==> src/rtl/sbus_pkg.sv <==
package sbus_pkg;
    typedef enum logic [3:0] {
        ALU_ADD  = 4'd0,
        ALU_SUB  = 4'd1,
        ALU_AND  = 4'd2,
        ALU_OR   = 4'd3,
        ALU_PASS = 4'd4,
        ALU_XOR  = 4'd5
    } alu_op_e;
endpackage

==> src/rtl/sbus_alu.sv <==
module sbus_alu
    import sbus_pkg::*;
#(
    parameter int W = 16
) (
    input  logic [W-1:0] y_i,
    input  logic [W-1:0] b_i,
    input  logic [3:0]   op_i,
    input  logic         cin_i,
    output logic [W-1:0] res_o
);
    always_comb begin
        unique case (op_i)
            ALU_ADD:  res_o = y_i + b_i + {{(W-1){1'b0}}, cin_i};
            ALU_SUB:  res_o = y_i - b_i;
            ALU_AND:  res_o = y_i & b_i;
            ALU_OR:   res_o = y_i | b_i;
            ALU_PASS: res_o = b_i;
            ALU_XOR:  res_o = y_i ^ b_i;
            default:  res_o = '0;
        endcase
    end
endmodule

==> src/rtl/sbus_bus_mux.sv <==
module sbus_bus_mux #(
    parameter int W    = 16,
    parameter int NSRC = 7
) (
    input  logic                    clk,
    input  logic                    rst_n,
    input  logic [NSRC-1:0]         en_i,
    input  logic [NSRC-1:0][W-1:0]  src_i,
    output logic [W-1:0]            bus_o
);
    // AND-OR merge stands in for tri-state drivers: a disabled source adds nothing
    always_comb begin
        bus_o = '0;
        for (int i = 0; i < NSRC; i++) begin
            bus_o = bus_o | (src_i[i] & {W{en_i[i]}});
        end
    end

    p_single_driver_r2: assert property (@(posedge clk) disable iff (!rst_n)
        $onehot0(en_i))
        else $error("more than one bus source enabled");
endmodule

==> src/rtl/sbus_regfile.sv <==
module sbus_regfile #(
    parameter int W    = 16,
    parameter int NREG = 4
) (
    input  logic                    clk,
    input  logic                    rst_n,
    input  logic [W-1:0]            bus_i,
    input  logic [NREG-1:0]         ld_i,
    output logic [NREG-1:0][W-1:0]  q_o
);
    logic [NREG-1:0][W-1:0] regs_d, regs_q;

    always_comb begin
        regs_d = regs_q;
        for (int i = 0; i < NREG; i++) begin
            if (ld_i[i]) regs_d[i] = bus_i;
        end
    end

    always_ff @(posedge clk) begin
        if (!rst_n) regs_q <= '0;
        else        regs_q <= regs_d;
    end

    assign q_o = regs_q;

    for (genvar g = 0; g < NREG; g++) begin : g_hold
        p_reg_hold_r3: assert property (@(posedge clk) disable iff (!rst_n)
            !ld_i[g] |=> $stable(regs_q[g]));
    end
endmodule

==> src/rtl/sbus_datapath.sv <==
module sbus_datapath #(
    parameter int W    = 16,
    parameter int NREG = 4
) (
    input  logic              clk,
    input  logic              rst_n,
    input  logic [NREG+2:0]   drv_en,
    input  logic [NREG+4:0]   ld_en,
    input  logic              z_ld,
    input  logic [3:0]        alu_op,
    input  logic              alu_cin,
    input  logic              rd_strobe,
    input  logic              wr_strobe,
    input  logic              mdr_from_mem,
    input  logic              mdr_to_mem,
    input  logic [W-1:0]      mem_rdata,
    input  logic              mem_mfc,
    output logic [W-1:0]      bus_o,
    output logic [W-1:0]      pc_o,
    output logic [W-1:0]      ir_o,
    output logic              n_flag,
    output logic [W-1:0]      mem_addr,
    output logic [W-1:0]      mem_wdata,
    output logic              mem_rd,
    output logic              mem_wr,
    output logic              mem_wait
);
    localparam int NSRC  = NREG + 3;
    localparam int S_PC  = NREG;
    localparam int S_MDR = NREG + 1;
    localparam int S_Z   = NREG + 2;
    localparam int L_PC  = NREG;
    localparam int L_IR  = NREG + 1;
    localparam int L_MAR = NREG + 2;
    localparam int L_MDR = NREG + 3;
    localparam int L_Y   = NREG + 4;

    typedef struct packed {
        logic [W-1:0] pc;
        logic [W-1:0] ir;
        logic [W-1:0] mar;
        logic [W-1:0] mdr;
        logic [W-1:0] y;
        logic [W-1:0] z;
        logic         n;
        logic         rd;
        logic         wr;
    } state_t;

    state_t state_d, state_q;

    logic [NREG-1:0][W-1:0] gpr;
    logic [NSRC-1:0][W-1:0] sources;
    logic [W-1:0]           bus;
    logic [W-1:0]           alu_res;

    sbus_regfile #(.W(W), .NREG(NREG)) u_regs (
        .clk   (clk),
        .rst_n (rst_n),
        .bus_i (bus),
        .ld_i  (ld_en[NREG-1:0]),
        .q_o   (gpr)
    );

    always_comb begin
        for (int i = 0; i < NREG; i++) sources[i] = gpr[i];
        sources[S_PC]  = state_q.pc;
        sources[S_MDR] = state_q.mdr;
        sources[S_Z]   = state_q.z;
    end

    sbus_bus_mux #(.W(W), .NSRC(NSRC)) u_bus (
        .clk   (clk),
        .rst_n (rst_n),
        .en_i  (drv_en),
        .src_i (sources),
        .bus_o (bus)
    );

    sbus_alu #(.W(W)) u_alu (
        .y_i   (state_q.y),
        .b_i   (bus),
        .op_i  (alu_op),
        .cin_i (alu_cin),
        .res_o (alu_res)
    );

    always_comb begin
        state_d = state_q;
        if (ld_en[L_PC])  state_d.pc  = bus;
        if (ld_en[L_IR])  state_d.ir  = bus;
        if (ld_en[L_MAR]) state_d.mar = bus;
        if (ld_en[L_Y])   state_d.y   = bus;
        if (mdr_from_mem && mem_mfc) state_d.mdr = mem_rdata;
        else if (ld_en[L_MDR])       state_d.mdr = bus;
        if (z_ld) begin
            state_d.z = alu_res;
            state_d.n = alu_res[W-1];
        end
        if (rd_strobe)    state_d.rd = 1'b1;
        else if (mem_mfc) state_d.rd = 1'b0;
        if (wr_strobe)    state_d.wr = 1'b1;
        else if (mem_mfc) state_d.wr = 1'b0;
    end

    always_ff @(posedge clk) begin
        if (!rst_n) state_q <= '0;
        else        state_q <= state_d;
    end

    assign bus_o     = bus;
    assign pc_o      = state_q.pc;
    assign ir_o      = state_q.ir;
    assign n_flag    = state_q.n;
    assign mem_addr  = state_q.mar;
    assign mem_wdata = mdr_to_mem ? state_q.mdr : '0;
    assign mem_rd    = state_q.rd;
    assign mem_wr    = state_q.wr;
    assign mem_wait  = (mdr_from_mem || mdr_to_mem) && !mem_mfc;

    p_z_hold_r4: assert property (@(posedge clk) disable iff (!rst_n)
        !z_ld |=> $stable(state_q.z));
    p_n_track_r5: assert property (@(posedge clk) disable iff (!rst_n)
        z_ld |=> n_flag == state_q.z[W-1]);
    p_mdr_capture_r6: assert property (@(posedge clk) disable iff (!rst_n)
        (mdr_from_mem && mem_mfc) |=> state_q.mdr == $past(mem_rdata));
    p_rd_clear_r8: assert property (@(posedge clk) disable iff (!rst_n)
        (mem_mfc && !rd_strobe) |=> !mem_rd);
    p_wr_clear_r8: assert property (@(posedge clk) disable iff (!rst_n)
        (mem_mfc && !wr_strobe) |=> !mem_wr);
    p_mar_hold_r10: assert property (@(posedge clk) disable iff (!rst_n)
        !ld_en[L_MAR] |=> $stable(mem_addr));
endmodule

==> config.mk <==
export PLATFORM = sky130hd
export DESIGN_NAME = sbus_datapath
export DESIGN_NICKNAME = d
export VERILOG_FILES = /design/src/rtl/sbus_pkg.sv /design/src/rtl/sbus_alu.sv /design/src/rtl/sbus_bus_mux.sv /design/src/rtl/sbus_regfile.sv /design/src/rtl/sbus_datapath.sv
export SDC_FILE = /design/constraint.sdc
export NUM_CORES = 1
export LEC_CHECK = 0
export BUFFER_PORTS_ARGS = -buffer_cell sky130_fd_sc_hd__buf_2
export CAP_MARGIN = 10
export CORE_MARGIN = 2
export CORE_UTILIZATION = 30
export CTS_CLUSTER_SIZE = 20
export DETAILED_ROUTE_END_ITERATION = 6
export HOLD_SLACK_MARGIN = 0.12
export MAX_ROUTING_LAYER = met4
export PLACE_DENSITY_LB_ADDON = 0.08
export SYNTH_ARGS = -nofsm -noshare
export SYNTH_HDL_FRONTEND = slang
export SYNTH_HIERARCHICAL = 1
export SYNTH_SLANG_ARGS = --single-unit
export TNS_END_PERCENT = 5
==> constraint.sdc <==
create_clock -name clk -period 4.6 [get_ports clk]
set_input_delay 0.69 -clock clk [delete_from_list [all_inputs] [get_ports clk]]
set_output_delay 0.69 -clock clk [all_outputs]
set_load 0.05 [all_outputs]
==> reports/summary.txt, run 1 <==
cell area after layout -> 0.0110 mm2
total grt overflow -> 0
Worst Hold Class -> primary input to flop
register area share after synthesis -> 0.331
unrepaired setup endpoints after global routing -> no
Slowest-stage cell, CP -> fa_1
WL final -> 32.0 mm
CTS tree -> built
Post-CTS Setup Bufs -> 0
post-cts sizing count -> 0
Worst slew margin -> 0.425
hold buffers post-CTS -> 0
CP Data Arrival Time -> 3.82 ns
CTS buffer count -> 17
Die Width -> 185 um
Worst Setup End Kind -> flop
Detailed Place HPWL -> 22.5 mm
worst slack at placement -> 0.656 ns
Synth Area per Inst -> 9.28 um2
largest fanout on the critical path -> 16
delay-heaviest family, CP -> compound AO/OA/AOI/OAI gates
# setup viols final -> 0
CTS Sinks -> 162
Fin. Hold Viols -> 0
Worst setup SP type -> primary input
share of the synthesized area in the top cell type -> 0.331
setup_tns -> 0 ns
main flop type after synthesis -> dfxtp_1
Layout Skew -> 0.0129 ns
asr flop ratio synth -> 0
Max clock buf depth -> 2
Max Slew Vio Count -> 0
initial antenna violation count -> 2
htree depth -> 4
CP max stage delay -> 0.50 ns
status -> completed
Synth top cells by count -> 173 x mux2i_1, 162 x dfxtp_1, 114 x nor2_1, 73 x nor2b_1, 59 x buf_4
worst-margin pin slew -> 0.862 ns
core footprint -> 0.0324 mm2
post-route ant nets -> 0
Max IR drop VDD -> 0.251 mV
number of I/O pins -> 129
Starting DRT DRC Count -> 502
YS warnings -> 6
Worst EP required -> 4.89 ns
vias -> 7,846
first-pass GRT wire length -> 48.0 mm
MaxCap Viol Count -> 0
WL/cell -> 20.4 um
vias in the first global route -> 7,737
clk slew on worst S/H paths -> 0.07 ns
crit-path cells -> buf_2 -> a222oi_1 -> nand3_1 -> fa_1 -> inv_1 -> fa_1 -> nor2b_1 -> o21ai_0 -> a21oi_1 -> o21ai_0 -> o21ai_0 -> xnor2_1 -> a221o_1 -> mux2i_1 -> nor2_1
clock root buffer -> clkbuf_16
Synth Register Bits -> 162
largest net degree at the start of global routing -> 68
period utilisation layout -> 0.767
net count after synthesis -> 1,160
area leader, netlist -> dfxtp_1
# DRC -> 0
cell mode on critical path -> o21ai_0
die height -> 185 um
cell with the most instances after synthesis -> mux2i_1
Synth cell types -> 64
clk_lat worst skew -> 0.44 ns
mapped cell area -> 0.00981 mm2
number of synthesized flops with an enable pin -> 0
Nets -> 1,216
dpl cells -> 1,536
fin worst setup slack -> 1.07 ns
synth top area cells -> dfxtp_1 33%, mux2i_1 18%, ha_1 7.0%, nor2b_1 4.7%, buf_4 4.5%
buffer and inverter count on the worst path -> 2
Worst R2R Start -> pc_o[8]
Rows -> 66
layout cell share with drive strength beyond 1 -> 0.185
final non-filler cell total -> 1,569
Synth Instances -> 1,057
Via density -> 5.00
critical path class -> primary input to flop
leak pwr -> 5.03 nW
Hold EP -> mem_wr
R2R depth -> 13
die area -> 0.0342 mm2
DP Area -> 0.0104 mm2
minimum clock period -> 3.53 ns
P per Cell Area -> 530 mW/mm2
Worst R2R Setup Slack -> 1.27 ns
buffers added on ports -> 128
total track usage -> 0.194
Area growth, synth to finish -> 11.9%
DRT Pass-1 Iters -> 6
worst hold start -> wr_strobe
FMAX -> 283 MHz
worst hold path stage count -> 2
global placement routability congestion -> 0.859
Initial Utilization -> 0.303
RR Endpoint -> sources[109]
==> flip-flops by register name (all words and copies together) (netlist names) <==
name        flops
u_regs/q_o     64
sources        32
ir_o           16
mem_addr       16
pc_o           16
state_q        16
mem_rd          1
mem_wr          1
==> power breakdown <==
| part | internal [W] | total, W | switching, W |
|---|---|---|---|
| combinational | 0.000839 | 0.00255 | 0.00171 |
| sequential | 0.00162 | 0.00177 | 0.000150 |
| clock | 0.000844 | 0.00150 | 0.000655 |
| total | 0.00330 | 0.00582 | 0.00252 |
==> cells by family after synthesis <==
group                      count (synthesis)  share of synthesized area
muxes                                    174                      0.178
xor gates and xnor gates                  10                    0.00893
adders and majority gates                 58                     0.0763
buffers and inverters                    167                      0.104
and+or+nand+nor                          293                      0.158
AOI/OAI and AO/OA                        193                      0.144
DFF                                      162                      0.331
==> through the flow <==
step | util | hold WS (ns) | power (W)
global route | 0.339 | 0.450 | 0.00619
finish | 0.339 | 0.452 | 0.00582
global placement | 0.320 | 0.470 | 0.00436
detailed placement | 0.320 | 0.476 | 0.00436
floorplan | - | 0.461 | 0.00370
CTS | 0.339 | 0.432 | 0.00590
==> metal layers <==
metal	wire length, um	part of all wire	vias to the layer above	global-route usage
li1	-	-	3791	-
met1	15100	0.47	3834	0.255
met2	14700	0.46	193	0.306
met3	1570	0.049	28	0.0338
met4	582	0.018	0	0.0559
met5	0	0	-	-
==> how the worst max path moves through the flow <==
stage                          from            to  slack, ns  depth (start not counted)
after floorplan           drv_en[4]  sources[108]       0.67                         14
after global placement    drv_en[4]  sources[105]       0.66                         13
after detailed placement  drv_en[4]  sources[109]       0.66                         14
after CTS                 drv_en[4]  sources[106]       1.10                         13
after global routing      drv_en[4]  sources[105]       0.64                         14
final                     drv_en[4]  sources[102]       1.07                         15
==> placed cells by master, fill, tap and decap left out, types with 17 or more instances in the layout <==
cell type / n
a21oi_1: 39
a22oi_1: 32
buf_2: 128
buf_4: 28
clkbuf_16: 17
dfxtp_1: 162
ha_1: 55
inv_1: 47
mux2i_1: 173
nand2_1: 17
nand3_1: 22
nor2_1: 114
nor2b_1: 73
==> final cells by class <==
cell class,count,area (um2)
well taps,442,553
clock inverters,12,145
clock buffers,20,457
diodes,1,2.50
flip-flops and latches,162,3240
repair buffers,156,851
inverters,48,181
multi-input cells,728,5540
fillers,3481,21400
Note: power is estimated with default switching activity, not from simulation.
==> run 2, diff against run 1 <==
--- a/config.mk
+++ b/config.mk
@@ -5,6 +5,7 @@
 export SDC_FILE = /design/constraint.sdc
 export NUM_CORES = 1
 export LEC_CHECK = 0
+export ABC_AREA = 1
 export BUFFER_PORTS_ARGS = -buffer_cell sky130_fd_sc_hd__buf_2
 export CAP_MARGIN = 10
 export CORE_MARGIN = 2
==> constraint.sdc (replaced) <==
create_clock -name clk -period 3.6 [get_ports clk]
set_input_delay 0.54 -clock clk [delete_from_list [all_inputs] [get_ports clk]]
set_output_delay 0.54 -clock clk [all_outputs]
set_load 0.05 [all_outputs]
==> run 2 against run 1 <==
Clock power increased by 21%. Worst hold slack got worse by 0.15 ns. Wire length increased by 23%. Sequential share of layout area decreased by 1.4 points. Via count increased by 31%. Clock-buffer cell count increased by 1. First-iteration DRC count increased by 54%. Critical path type unchanged.
==> reports/summary.txt, run 2 <==
status -> completed (unchanged)
Worst Setup End Kind -> flop (unchanged)
asr flop ratio synth -> 0 (unchanged)
period utilisation layout -> 0.797
hold buffers post-CTS -> 0 (unchanged)
global placement routability congestion -> 0.926 (was 0.859)
# DRC -> 0 (unchanged)
GR Util met3 -> 0.0375 (was 0.0338)
DP Area -> 0.0109 mm2 (was 0.0104 mm2)
Rows -> 68 (was 66)
GR Util met1 -> 0.295 (was 0.255)
register area share after synthesis -> 0.306 (was 0.331)
Via density -> 4.68 (was 5.00)
Synth top cells by count -> 509 x nand2_1, 345 x nor2_1, 178 x inv_1, 162 x dfxtp_1, 92 x nand3_1 (was 173 x mux2i_1, 162 x dfxtp_1, 114 x nor2_1, 73 x nor2b_1, 59 x buf_4)
mux share of post-synthesis cell area -> 0 (was 0.178)
Worst EP required -> 3.94 ns (was 4.89 ns)
max reg flops -> 64 (unchanged)
# setup viols final -> 0 (unchanged)
fill count -> 3,977 (was 3,481)
Switching Share -> 0.431 (was 0.433)
final core utilization -> 0.332 (was 0.339)
clock root buffer -> clkbuf_16 (unchanged)
layout cell share with drive strength beyond 1 -> 0.129 (was 0.185)
Post-CTS Setup Bufs -> 0 (unchanged)
Layout Skew -> 0.0156 ns (was 0.0129 ns)
main flop type after synthesis -> dfxtp_1 (unchanged)
YS warnings -> 6 (unchanged)
Top Usage Layer GRT -> met2 (unchanged)
Max IR drop VDD -> 0.352 mV (was 0.251 mV)
Synth Register Bits -> 162 (unchanged)
synth top area cells -> dfxtp_1 31%, nand2_1 18%, nor2_1 12%, ha_1 6.5%, inv_1 6.3% (was dfxtp_1 33%, mux2i_1 18%, ha_1 7.0%, nor2b_1 4.7%, buf_4 4.5%)
Synth Instances -> 1,689 (was 1,057)
setup_tns -> 0 ns (unchanged)
vias -> 10,298 (was 7,846)
initial antenna violation count -> 3 (was 2)
largest net degree at the start of global routing -> 52 (was 68)
Die Width -> 192 um (was 185 um)
Synth Area per Inst -> 6.26 um2 (was 9.28 um2)
CTS buffer count -> 17 (unchanged)
buffers added on ports -> 128 (unchanged)
Simple-Gate Fraction of Synth Area -> 0.375 (was 0.158)
leak pwr -> 6.27 nW (was 5.03 nW)
Final Power -> 0.00616 W (was 0.00582 W)
post-route ant nets -> 0 (unchanged)
Nets -> 1,832 (was 1,216)
worst-margin pin slew -> 0.794 ns (was 0.862 ns)
Synth cell types -> 33 (was 64)
Worst Hold Class -> primary input to flop (unchanged)
area leader, netlist -> dfxtp_1 (unchanged)
CTS Sinks -> 162 (unchanged)
Worst R2R Start -> pc_o[0] (was pc_o[8])
Gate power share -> 0.365 (was 0.439)
Area growth, synth to finish -> 8.71% (was 11.9%)
most frequent cells in the layout -> 509 x nand2_1, 345 x nor2_1, 178 x inv_1 (was 173 x mux2i_1, 162 x dfxtp_1, 128 x buf_2)
clk_lat worst skew -> 0.45 ns (was 0.44 ns)
WL final -> 39.5 mm (was 32.0 mm)
sw power -> 0.00266 W (was 0.00252 W)
first-pass GRT wire length -> 59.4 mm (was 48.0 mm)
P per Cell Area -> 535 mW/mm2 (was 530 mW/mm2)
DRT Pass-1 Iters -> 6 (unchanged)
largest fanout on the critical path -> 16 (unchanged)
unrepaired setup endpoints after global routing -> no (unchanged)
htree depth -> 4 (unchanged)
Clk pwr share -> 0.294 (was 0.258)
Max Slew Vio Count -> 0 (unchanged)
Max clock buf depth -> 2 (unchanged)
total grt overflow -> 0 (unchanged)
die area -> 0.0368 mm2 (was 0.0342 mm2)
Worst R2R Setup Slack -> 0.80 ns (was 1.27 ns)
most common cell after layout, fill and taps aside -> nand2_1 (was mux2i_1)
post-synthesis compound-gate area fraction -> 0.0869 (was 0.144)
R2R depth -> 17 (was 13)
largest family of logic cells by synthesized area -> simple AND/OR/NAND/NOR gates (was multiplexers)
share of the synthesized area in the top cell type -> 0.306 (was 0.331)
clk slew on worst S/H paths -> 0.07 ns (about the same)
net count after synthesis -> 1,792 (was 1,160)
WL/cell -> 17.9 um (was 20.4 um)
cell with the most instances after synthesis -> nand2_1 (was mux2i_1)
grt met2 use -> 0.342 (was 0.306)
number of synthesized flops with an enable pin -> 0 (unchanged)
number of I/O pins -> 129 (unchanged)
core footprint -> 0.0346 mm2 (was 0.0324 mm2)
post-cts sizing count -> 0 (unchanged)
Initial Utilization -> 0.306 (was 0.303)
die height -> 192 um (was 185 um)
Detailed Place HPWL -> 28.6 mm (was 22.5 mm)
final hold slack -> 0.305 ns (was 0.452 ns)
Post-Synth XOR/XNOR Area -> 0 (was 0.00893)
Worst slew margin -> 0.470 (was 0.425)
vias in the first global route -> 9,837 (was 7,737)
minimum clock period -> 2.87 ns
Post-Synth Adder-Cell Area -> 0.0707 (was 0.0763)
end of the critical path -> sources[108] (was sources[102])
RR Endpoint -> sources[108] (was sources[109])
total track usage -> 0.224 (was 0.194)
Worst setup startpoint -> drv_en[4] (unchanged)
MaxCap Viol Count -> 0 (unchanged)
CP Data Arrival Time -> 3.21 ns (was 3.82 ns)
Seq pwr share -> 0.340 (was 0.304)
Worst setup SP type -> primary input (unchanged)
cell area after layout -> 0.0115 mm2 (was 0.0110 mm2)
Fin. Hold Viols -> 0 (unchanged)
mapped cell area -> 0.0106 mm2 (was 0.00981 mm2)
critical path class -> primary input to flop (unchanged)
cell internal pwr -> 0.00350 W (was 0.00330 W)
CTS tree -> built (unchanged)
Starting DRT DRC Count -> 771 (was 502)
FMAX -> 348 MHz
==> run 2: worst max-delay path, cell delays in order <==
cell     delay, ns
buf_2         0.32
nand2_1       0.11
nand2_1       0.13
nor2_1        0.06
nand2_1       0.21
fa_1          0.26
inv_1         0.06
fa_1          0.39
inv_1         0.12
nand3_1       0.08
nand3_1       0.20
nand3_1       0.16
nand3_1       0.10
nand2_1       0.05
nand3_1       0.07
nand3_1       0.12
nor2_1        0.15
nor2_1        0.07
==> run 2: how the worst min path moves through the flow <==
stage | startpoint | to | slack (ns) | depth (start not counted)
after global placement | u_regs/q_o[30] | u_regs/q_o[30] | 0.46 | 2
after CTS | wr_strobe | mem_wr | 0.28 | 3
after floorplan | u_regs/q_o[29] | u_regs/q_o[29] | 0.45 | 2
after detailed placement | u_regs/q_o[46] | u_regs/q_o[46] | 0.46 | 2
after global routing | rd_strobe | mem_rd | 0.32 | 3
final | wr_strobe | mem_wr | 0.30 | 3
==> run 2: cell type report <==
class	instances	area [um2]	area share
Timing Repair Buffer	147	786	0.0683
Sequential cell	162	3240	0.282
Clock buffer	21	470	0.0409
Antenna cell	3	7.51	0.000653
Inverter	185	696	0.0605
Multi-Input combinational cell	1216	5640	0.490
Clock inverter	11	93.8	0.00816
Tap cell	455	569	0.0495
==> run 2: metal layers <==
metal / up-vias / wire length [um]
met2: 267 / 17600
met3: 55 / 1930
met5: - / 0
met1: 4761 / 18800
met4: 0 / 1210
li1: 5215 / -
==> run 2: stage by stage <==
step | setup WS [ns] | std cells
3_3_place_gp | 0.245 | 2165
2_1_floorplan | 0.690 | 1689
4_1_cts | 0.747 | 2197
3_5_place_dp | 0.276 | 2165
6_report | 0.730 | 2200
5_1_grt | 0.549 | 2200
==> run 2: power by group through the flow <==
stage	combinational, W	clock [W]	sequential [W]
global route	0.00248	0.00194	0.00212
detailed placement	0.00225	0	0.00214
floorplan	0.00165	0	0.00210
CTS	0.00226	0.00187	0.00210
finish	0.00225	0.00181	0.00210
global placement	0.00225	0	0.00214
==> run 2: cell families after synthesis <==
| kind of cell | after synthesis |
|---|---|
| AND/OR/NAND/NOR | 991 |
| flip-flops | 162 |
| AO/OA/AOI/OAI | 167 |
| buffers and inverters | 311 |
| adder cells (fa/ha/maj) | 58 |
==> run 3, diff against run 2 <==
==> constraint.sdc (replaced) <==
create_clock -name clk -period 2.4 [get_ports clk]
set_input_delay 0.36 -clock clk [delete_from_list [all_inputs] [get_ports clk]]
set_output_delay 0.36 -clock clk [all_outputs]
set_load 0.05 [all_outputs]
==> run 3 against run 2 <==
Global-route usage about the same. Clock skew grew 0.0021 ns. Critical path depth fell by 1. Flip-flop and latch count unchanged. Worst hold slack worse by 0.049 ns. Total power is 66% higher. Combinational power up 90%. Clock power increased by 55%. Core utilization up 4.5 points. Via count up 3.2%. Setup slack worse by 0.65 ns. Highest routed layer unchanged.
==> reports/summary.txt, run 3 (synthesis gave the netlist of run 2 again) <==
Max IR drop VDD -> 0.493 mV (was 0.352 mV)
largest net degree at the start of global routing -> 50 (was 52)
global placement routability congestion -> 0.897 (was 0.926)
crit-path cells -> nand2_4 -> nand2_1 -> nor2_2 -> nand2_2 -> buf_4 -> ha_2 -> buf_4 -> nand2_1 -> nand2_1 -> a21oi_2 -> nand2_2 -> nand2_2 -> nand3_1 -> nand3_1 -> nand3_1 -> nor2_1 -> nor2_1 (was buf_2 -> nand2_1 -> nand2_1 -> nor2_1 -> nand2_1 -> fa_1 -> inv_1 -> fa_1 -> inv_1 -> nand3_1 -> nand3_1 -> nand3_1 -> nand3_1 -> nand2_1 -> nand3_1 -> nand3_1 -> nor2_1 -> nor2_1)
first-pass GRT wire length -> 60.0 mm (was 59.4 mm)
WL/cell -> 17.1 um (was 17.9 um)
fill count -> 3,827 (was 3,977)
die height -> 192 um (unchanged)
CTS buffer count -> 17 (unchanged)
Area growth, synth to finish -> 23.5% (was 8.71%)
Initial Utilization -> 0.306 (unchanged)
period utilisation layout -> 0.967
leak pwr -> 7.02 nW (was 6.27 nW)
most frequent cells in the layout -> 473 x nand2_1, 316 x nor2_1, 168 x inv_1 (was 509 x nand2_1, 345 x nor2_1, 178 x inv_1)
buffers added on ports -> 128 (unchanged)
core footprint -> 0.0346 mm2 (unchanged)
clock root buffer -> clkbuf_16 (unchanged)
total grt overflow -> 0 (unchanged)
Final Power -> 0.0102 W (was 0.00616 W)
initial antenna violation count -> 2 (was 3)
unrepaired setup endpoints after global routing -> yes (was no)
Nets -> 1,964 (was 1,832)
worst slack at placement -> -0.646 ns (was 0.276 ns)
critical path class -> flop to flop (was primary input to flop)
CTS Sinks -> 162 (unchanged)
most common cell after layout, fill and taps aside -> nand2_1 (unchanged)
Worst EP required -> 2.74 ns (was 3.94 ns)
Worst Hold Class -> primary input to flop (unchanged)
DRT Pass-1 Iters -> 5 (was 6)
final core utilization -> 0.378 (was 0.332)
P per Cell Area -> 781 mW/mm2 (was 535 mW/mm2)
worst-margin pin slew -> 0.747 ns (was 0.794 ns)
sw power -> 0.00426 W (was 0.00266 W)
vias -> 10,632 (was 10,298)
Max clock buf depth -> 2 (unchanged)
DP Area -> 0.0120 mm2 (was 0.0109 mm2)
htree depth -> 4 (unchanged)
clk_lat worst skew -> 0.45 ns (about the same)
Clk pwr share -> 0.275 (was 0.294)
FMAX -> 431 MHz
CP max stage delay -> 0.34 ns (was 0.39 ns)
buffer and inverter count on the worst path -> 2 (was 3)
Max Slew Vio Count -> 0 (unchanged)
post-route ant nets -> 0 (unchanged)
status -> completed (unchanged)
layout cell share with drive strength beyond 1 -> 0.255 (was 0.129)
Gate power share -> 0.419 (was 0.365)
Worst Setup End Kind -> flop (unchanged)
cell internal pwr -> 0.00595 W (was 0.00350 W)
clk slew on worst S/H paths -> 0.07 ns (about the same)
Switching Share -> 0.417 (was 0.431)
minimum clock period -> 2.32 ns
Worst setup SP type -> flop (was primary input)
Seq pwr share -> 0.306 (was 0.340)
CP Data Arrival Time -> 2.67 ns (was 3.21 ns)
number of I/O pins -> 129 (unchanged)
Starting DRT DRC Count -> 741 (was 771)
# DRC -> 0 (unchanged)
Layout Skew -> 0.0177 ns (was 0.0156 ns)
Via density -> 4.56 (was 4.68)
MaxCap Viol Count -> 0 (unchanged)
Detailed Place HPWL -> 29.7 mm (was 28.6 mm)
max reg flops -> 64 (unchanged)
# setup viols final -> 0 (unchanged)
Worst R2R Setup Slack -> 0.08 ns (was 0.80 ns)
cell area after layout -> 0.0131 mm2 (was 0.0115 mm2)
WL final -> 39.8 mm (was 39.5 mm)
total track usage -> 0.224 (about the same)
fin worst setup slack -> 0.0790 ns (was 0.730 ns)
CTS tree -> built (unchanged)
final hold slack -> 0.256 ns (was 0.305 ns)
delay-heaviest family, CP -> simple AND/OR/NAND/NOR gates (unchanged)
Slowest-stage cell, CP -> dfxtp_2 (was fa_1)
Rows -> 68 (unchanged)
die area -> 0.0368 mm2 (unchanged)
largest fanout on the critical path -> 4 (was 16)
Worst slew margin -> 0.501 (was 0.470)
vias in the first global route -> 10,237 (was 9,837)
Fin. Hold Viols -> 0 (unchanged)
Die Width -> 192 um (unchanged)
-- run 3: metal layers --
metal / vias up / share of wire / global-route usage / wire [um]
li1: 5475 / - / - / -
met1: 4966 / 0.49 / 0.302 / 19400
met2: 162 / 0.47 / 0.357 / 18800
met3: 29 / 0.028 / 0.0285 / 1130
met4: 0 / 0.012 / 0.0515 / 471
met5: - / 0 / - / 0
-- run 3: power by group through the flow --
stage	clock network, W	logic, W	registers (W)
after detailed placement	0	0.00398	0.00318
after global placement	0	0.00398	0.00318
after global routing	0.00299	0.00466	0.00316
after CTS	0.00288	0.00405	0.00312
final	0.00281	0.00428	0.00313
after floorplan	0	0.00254	0.00315
-- run 3: final cells by class --
cell class	count	area, um2	share of cell area
diodes	1	2.50	0.000191
clock buffers	18	439	0.0336
clock inverters	14	144	0.0110
inverters	185	699	0.0535
multi-input cells	1216	6140	0.470
flip-flops and latches	162	3260	0.249
well taps	455	569	0.0435
repair buffers	279	1820	0.139
-- run 3: final timing paths --
| check | start | to | depth (start not counted) |
|---|---|---|---|
| worst min-delay path | mem_rdata[7] | sources[87] | 5 |
| worst min register to register | u_regs/q_o[19] | u_regs/q_o[19] | 2 |
| worst max register to register | sources[82] | sources[110] | 17 |
| worst max-delay path | sources[82] | sources[110] | 17 |
-- run 3: through the flow --
stage	setup TNS [ns]	std cells
global route	-0.302	2330
finish	0	2330
floorplan	-0.0413	1689
detailed placement	-5.73	2292
global placement	-5.76	2292
CTS	0	2326
-- run 3: worst register-to-register path, cell delays in order (launching register included) --
cell and delay, ns:
dfxtp_2 0.34, nand2_4 0.09, nand2_1 0.06, nor2_2 0.11
nand2_2 0.11, buf_4 0.17, ha_2 0.20, buf_4 0.14
nand2_1 0.09, nand2_1 0.09, a21oi_2 0.15, nand2_2 0.12
nand2_2 0.10, nand3_1 0.07, nand3_1 0.08, nand3_1 0.09
nor2_1 0.13, nor2_1 0.07
-- run 3: timing repair --
action | CTS | global route
pin swaps | 4 | 24
gates resized for setup | 33 | 88
setup endpoints to repair | 11 | 14
setup buffers | 0 | 3
hold buffers | 2 | 0
hold endpoints to repair | 2 | 0
